===== config.mk =====
export PLATFORM = sky130hd
export DESIGN_NAME = edid_burst_rd
export DESIGN_NICKNAME = d
export VERILOG_FILES = /design/src/rtl/edid_burst_rd.sv
export SDC_FILE = /design/constraint.sdc
export NUM_CORES = 1
export LEC_CHECK = 0
export CAP_MARGIN = 20
export CORE_ASPECT_RATIO = 0.8
export CORE_MARGIN = 2
export CORE_UTILIZATION = 40
export CTS_BUF_LIST = sky130_fd_sc_hd__clkbuf_2
export DETAILED_ROUTE_END_ITERATION = 8
export GPL_ROUTABILITY_DRIVEN = 0
export PLACE_DENSITY = 0.57
export SYNTH_ARGS = -nofsm -noshare
export SYNTH_HDL_FRONTEND = slang
export SYNTH_SLANG_ARGS = --single-unit

===== constraint.sdc =====
create_clock -name clk -period 3.2 [get_ports clk]
set_clock_uncertainty 0.05 [all_clocks]
set_input_delay 0.32 -clock clk [delete_from_list [all_inputs] [get_ports clk]]
set_output_delay 0.32 -clock clk [all_outputs]
set_load 0.01 [all_outputs]

===== src/rtl/edid_burst_rd.sv =====
module edid_burst_rd #(
  parameter int FIFO_DEPTH = 16,
  parameter int MAX_BURST  = 16,
  parameter int CMD_EORD   = 4
) (
  input  logic                              clk,
  input  logic                              rst_n,
  input  logic                              reg_we,
  input  logic [2:0]                        reg_sel,
  input  logic [31:0]                       reg_wdata,
  output logic                              busy,
  output logic                              done,
  input  logic                              fifo_rd,
  output logic [7:0]                        fifo_data,
  output logic                              fifo_empty,
  output logic [$clog2(FIFO_DEPTH+1)-1:0]   fifo_level,
  output logic                              req_valid,
  output logic [1:0]                        req_op,
  output logic [7:0]                        req_byte,
  output logic                              req_last,
  input  logic                              rsp_valid,
  input  logic                              rsp_ack,
  input  logic [7:0]                        rsp_byte
);
  localparam int AW = $clog2(FIFO_DEPTH);
  localparam int RW = $clog2(MAX_BURST + 1);
  localparam int LW = $clog2(FIFO_DEPTH + 1);

  localparam logic [1:0] OP_START = 2'd0, OP_WRITE = 2'd1, OP_READ = 2'd2, OP_STOP = 2'd3;
  localparam logic [3:0] ST_SEG_S = 4'd0, ST_SEG_A = 4'd1, ST_SEG_V = 4'd2, ST_DEV_S = 4'd3,
                         ST_DEV_W = 4'd4, ST_OFF = 4'd5, ST_RS = 4'd6, ST_DEV_R = 4'd7,
                         ST_READ = 4'd8, ST_STOP = 4'd9;

  logic [31:0]   addr_q;
  logic [7:0]    cnt_q, cmd_q;
  logic          busy_q, done_q, fail_q;
  logic [3:0]    step_q;
  logic [RW-1:0] rem_q, cnt_eff;
  logic [7:0]    mem [FIFO_DEPTH];
  logic [AW:0]   wp_q, rp_q;

  wire [7:0] seg = addr_q[31:24];
  wire [7:0] spa = addr_q[23:16];
  wire [7:0] off = addr_q[15:8];
  wire [7:0] dev = addr_q[7:0];

  wire ctrl_wr  = reg_we && reg_sel == 3'd0;
  wire srst     = ctrl_wr && reg_wdata[0];
  wire go       = ctrl_wr && reg_wdata[31] && reg_wdata[30] && !reg_wdata[0] && !busy_q
                  && cmd_q == 8'(CMD_EORD);
  wire fifo_clr = reg_we && reg_sel == 3'd2 && reg_wdata[31];
  wire take     = busy_q && rsp_valid;
  wire is_wr    = req_op == OP_WRITE;
  wire full     = fifo_level == LW'(FIFO_DEPTH);
  wire push     = take && step_q == ST_READ && !full;
  wire pop      = fifo_rd && !fifo_empty;

  wire unused_bits = ^{reg_wdata[29:1], spa[7], dev[7]};

  assign cnt_eff    = (cnt_q > 8'(MAX_BURST)) ? RW'(MAX_BURST) : cnt_q[RW-1:0];
  assign busy       = busy_q;
  assign done       = done_q;
  assign req_valid  = busy_q;
  assign req_last   = busy_q && step_q == ST_READ && rem_q == RW'(1);
  assign fifo_level = LW'(wp_q - rp_q);
  assign fifo_empty = wp_q == rp_q;
  assign fifo_data  = mem[rp_q[AW-1:0]];

  always_comb begin
    req_op   = OP_WRITE;
    req_byte = 8'h00;
    case (step_q)
      ST_SEG_S, ST_DEV_S, ST_RS: req_op = OP_START;
      ST_SEG_A: req_byte = {spa[6:0], 1'b0};
      ST_SEG_V: req_byte = seg;
      ST_DEV_W: req_byte = {dev[6:0], 1'b0};
      ST_OFF:   req_byte = off;
      ST_DEV_R: req_byte = {dev[6:0], 1'b1};
      ST_READ:  req_op = OP_READ;
      default:  req_op = OP_STOP;
    endcase
  end

  always_ff @(posedge clk) begin
    if (!rst_n) begin
      addr_q <= '0;
      cnt_q  <= '0;
      cmd_q  <= '0;
    end else if (reg_we) begin
      case (reg_sel)
        3'd1: addr_q <= reg_wdata;
        3'd3: cnt_q  <= reg_wdata[7:0];
        3'd4: cmd_q  <= reg_wdata[7:0];
        default: ;
      endcase
    end
  end

  always_ff @(posedge clk) begin
    if (!rst_n || srst) begin
      busy_q <= 1'b0;
      done_q <= 1'b0;
      fail_q <= 1'b0;
      step_q <= ST_STOP;
      rem_q  <= '0;
    end else if (go) begin
      busy_q <= 1'b1;
      done_q <= 1'b0;
      fail_q <= 1'b0;
      rem_q  <= cnt_eff;
      step_q <= (seg != 8'd0) ? ST_SEG_S : ST_DEV_S;
    end else if (take) begin
      if (is_wr && !rsp_ack) begin
        fail_q <= 1'b1;
        step_q <= ST_STOP;
      end else begin
        case (step_q)
          ST_DEV_R: step_q <= (rem_q == '0) ? ST_STOP : ST_READ;
          ST_READ: begin
            rem_q <= rem_q - RW'(1);
            if (rem_q == RW'(1)) step_q <= ST_STOP;
          end
          ST_STOP: begin
            busy_q <= 1'b0;
            done_q <= !fail_q;
          end
          default: step_q <= step_q + 4'd1;
        endcase
      end
    end
  end

  always_ff @(posedge clk) begin
    if (!rst_n || srst || fifo_clr) begin
      wp_q <= '0;
      rp_q <= '0;
    end else begin
      if (push) wp_q <= wp_q + 1'b1;
      if (pop)  rp_q <= rp_q + 1'b1;
    end
  end

  always_ff @(posedge clk)
    if (push) mem[wp_q[AW-1:0]] <= rsp_byte;
endmodule


==> out/summary.txt <==
GR Overflow Total = 0
Worst-Margin Slew = 861 ps
Reg2reg start = wp_q[0]$_SDFFE_PP0P_
Mapped Nets = 702
Clk sinks = 200
Endpoint, Worst Hold = addr_q[6]$_SDFFE_PN0P_
Drt pass-1 iters = 7
Critical path fanouts, max = 6
Total power = 4.15 mW
Mux contribution to synthesized area = 12.3%
Slew margin rel. = 42.3%
Count leader, synth = edfxtp_1
Inserted Clock Buffers = 17
Initial antenna violation count = 2
Hold Path Depth = 3
Cell Int Power = 3.12 mW
Post-synthesis adder-cell area fraction = 2.58%
Crit Path Category = reg -> out
Synth Flop Type = edfxtp_1
Die area = 0.0225 mm^2
Area grow syn2layout = 20.4%
Rows = 47
Routed Antenna Nets = 0
R2r setup slk = 370 ps
Yosys reg bits = 200
Switching Share = 25.0%
Largest net degree at the start of global routing = 47
Synth cell types = 57
Violated checks = design-rule violations
Synth Area in Simple Gates = 11.7%
Drt drc = 3
IO buf count = 75
CTS tree = done
Fin util = 49.4%
Final Routed Wirelength = 19.5 mm
Unrepaired setup endpoints after global routing = true
Die width = 167 um
Ports = 77
Hold Path Origin = reg_wdata[6]
Fmax achieved = 321 MHz
Tot GR Track Use = 17.9%
Reg2reg end = mem[0][2]$_DFFE_PP_
Hold slack = 92.2 ps
Top post-synthesis cells by area = edfxtp_1, dfxtp_1, mux4_2, nand2_1, a21boi_0
Arrival time of the worst setup path = 2750 ps
Cells on worst reg2reg path = 10
Post-synthesis cell area = 0.00854 mm^2
DR iter-0 viols = 411
Final hold viol count = 0
EDFF count, synth = 128
Number of global-route vias before repair = 5426
Pins Over Slew Limit = 0
Asr flop ratio synth = 0%
Final Critical Period = 3120 ps
LEAKAGE = 3.48 nW
PwrDens = 404 mW/mm^2
Synthesized instance count = 636
Syn Area/Cell = 13.4 um^2
Final setup fails = 0
Die Ht = 135 um
Via count = 5542
Synth Area in Compound Gates = 8.32%
Starting utilization of the core area = 41.0%
CTS H-tree lvls = 4
Net Sw Power = 1.04 mW
Worst Hold Class = in -> reg
Post-synthesis sequential area ratio = 61.9%
Clock Power Share = 29.2%
Synth top area share = 45.0%
Clk_lat worst skew = 770 ps
Clock transition at path regs = 330 ps
Main combinational cell family by area after synthesis = multiplexers
Startpoint types = register
Synthesis warning total = 0
Routed WL per cell = 19.0 um
First-pass GRT wire length = 30.4 mm
CP Capture Type = primary output
Vias per inst = 5.38
Pre-CTS WS = 312 ps
Final Worst Setup Slack = 80.1 ps
Clk root buf = clkbuf_2
Run status = complete, but fails checks
Max-capacitance violation count = 0
Nets@finish = 813
Reg power frac = 66.5%
Max IR drop VDD = 0.226 mV
Clock Path Buffers = 2
Logic pwr share = 4.3%
Worst EP required = 2830 ps
Post-DP HPWL = 13.1 mm
Layout cell share with drive strength beyond 1 = 17.1%
Post-synthesis xor/xnor area fraction = 0.923%
Core area = 0.0208 mm^2
Synth top cells by count = edfxtp_1, nand2_1, dfxtp_1, mux4_2, a21boi_0
Leading area contributor after synthesis = edfxtp_1
Crit share post-route = 97.5%
[per-stage QoR]
stage	setup TNS, ps	std cells	instance area, um^2
after floorplan	0	636	8540
after global placement	0	959	9590
after detailed placement	0	959	9590
after CTS	-30.0	1021	10200
after global routing	-176	1030	10300
final	0	1030	10300
[kinds of logic after synthesis]
logic type / Yosys count
xor gates and xnor gates: 9
and+or+nand+nor: 204
AOI/OAI and AO/OA: 104
adders and majority gates: 17
buffers and inverters: 47
DFF: 200
muxes: 55
[power groups by stage]
stage          registers (mW)  logic (mW)  clock network [mW]
5_1_grt                  2.77       0.192                1.35
6_report                 2.76       0.177                1.21
3_3_place_gp             2.81       0.150                   0
4_1_cts                  2.76       0.174                1.26
2_1_floorplan            2.81      0.0489                   0
3_5_place_dp             2.82       0.154                   0
[worst max path at each step]
| stage | endpoint | slack, ps | from | cells past startpoint |
|---|---|---|---|---|
| floorplan | mem[3][0]$_DFFE_PP_ | 270 | wp_q[0]$_SDFFE_PP0P_ | 8 |
| global placement | mem[5][1]$_DFFE_PP_ | 400 | wp_q[0]$_SDFFE_PP0P_ | 10 |
| detailed placement | mem[0][1]$_DFFE_PP_ | 310 | wp_q[0]$_SDFFE_PP0P_ | 10 |
| CTS | fifo_data[6] | -30 | register | 5 |
| global route | fifo_data[0] | -60 | register | 5 |
| finish | fifo_data[2] | 80 | register | 5 |
[critical path, cell delays in order (launching register included)]
cell	delay, ps
dfxtp_4	510
buf_12	150
buf_6	110
mux4_2	540
mux4_2	540
buf_6	150
[placed cells by master, fill, tap and decap left out, types with 7 or more instances in the layout]
| master | netlist | final |
|---|---|---|
| buf_6 | 0 | 8 |
| buf_4 | 4 | 18 |
| dfxtp_1 | 72 | 65 |
| a21oi_1 | 19 | 19 |
| nand3_1 | 16 | 16 |
| nor2_1 | 25 | 23 |
| nor2b_1 | 11 | 11 |
| ha_1 | 16 | 13 |
| and3_1 | 16 | 16 |
| clkdlybuf4s50_1 | 0 | 59 |
| inv_1 | 14 | 13 |
| dlygate4sd3_1 | 0 | 22 |
| a21boi_0 | 38 | 38 |
| o21ai_0 | 16 | 16 |
| mux2i_1 | 15 | 15 |
| nand2_1 | 93 | 93 |
| clkbuf_2 | 1 | 22 |
| mux4_2 | 40 | 40 |
| edfxtp_1 | 128 | 128 |
| dlymetal6s2s_1 | 0 | 7 |
| a22oi_1 | 8 | 8 |
[registers in the layout, indices dropped and copies added, names as in the netlist, named ones only]
register and flops:
cnt_q 8, done 1, cmd_q 8, mem 128
busy 1, rp_q 5, addr_q 30, rem_q 5
step_q 4, fail_q 1, wp_q 5
[layer usage]
metal  wire, um  vias up  share of wire, %  global-route usage, %
met2       9060      146                46                   27.4
met4         92        2              0.47                   3.43
met3        910       10               4.7                   3.99
li1           -     2611                 -                      -
met1       9450     2773                48                   26.4
met5         13        -             0.067                      0
[repair_timing]
action / in CTS / in global routing
hold buffers: 20 / 2
hold endpoints to repair: 20 / 2
gates cloned: 0 / 1
endpoints found under the setup margin: 17 / 17
gates resized for setup: 33 / 30
pin swaps: 1 / 1
buffers inserted: 10 / 4
[cell type report]
class,instances,area [um^2]
fill,1810,10500
multi-input combinational,389,3100
antenna,1,2.50
tap,269,337
clock inverter,15,174
timing repair buffer,125,1230
sequential,200,5300
clock buffer,17,85.1
inverter,14,52.6
Power figures use the tool's default switching activity.
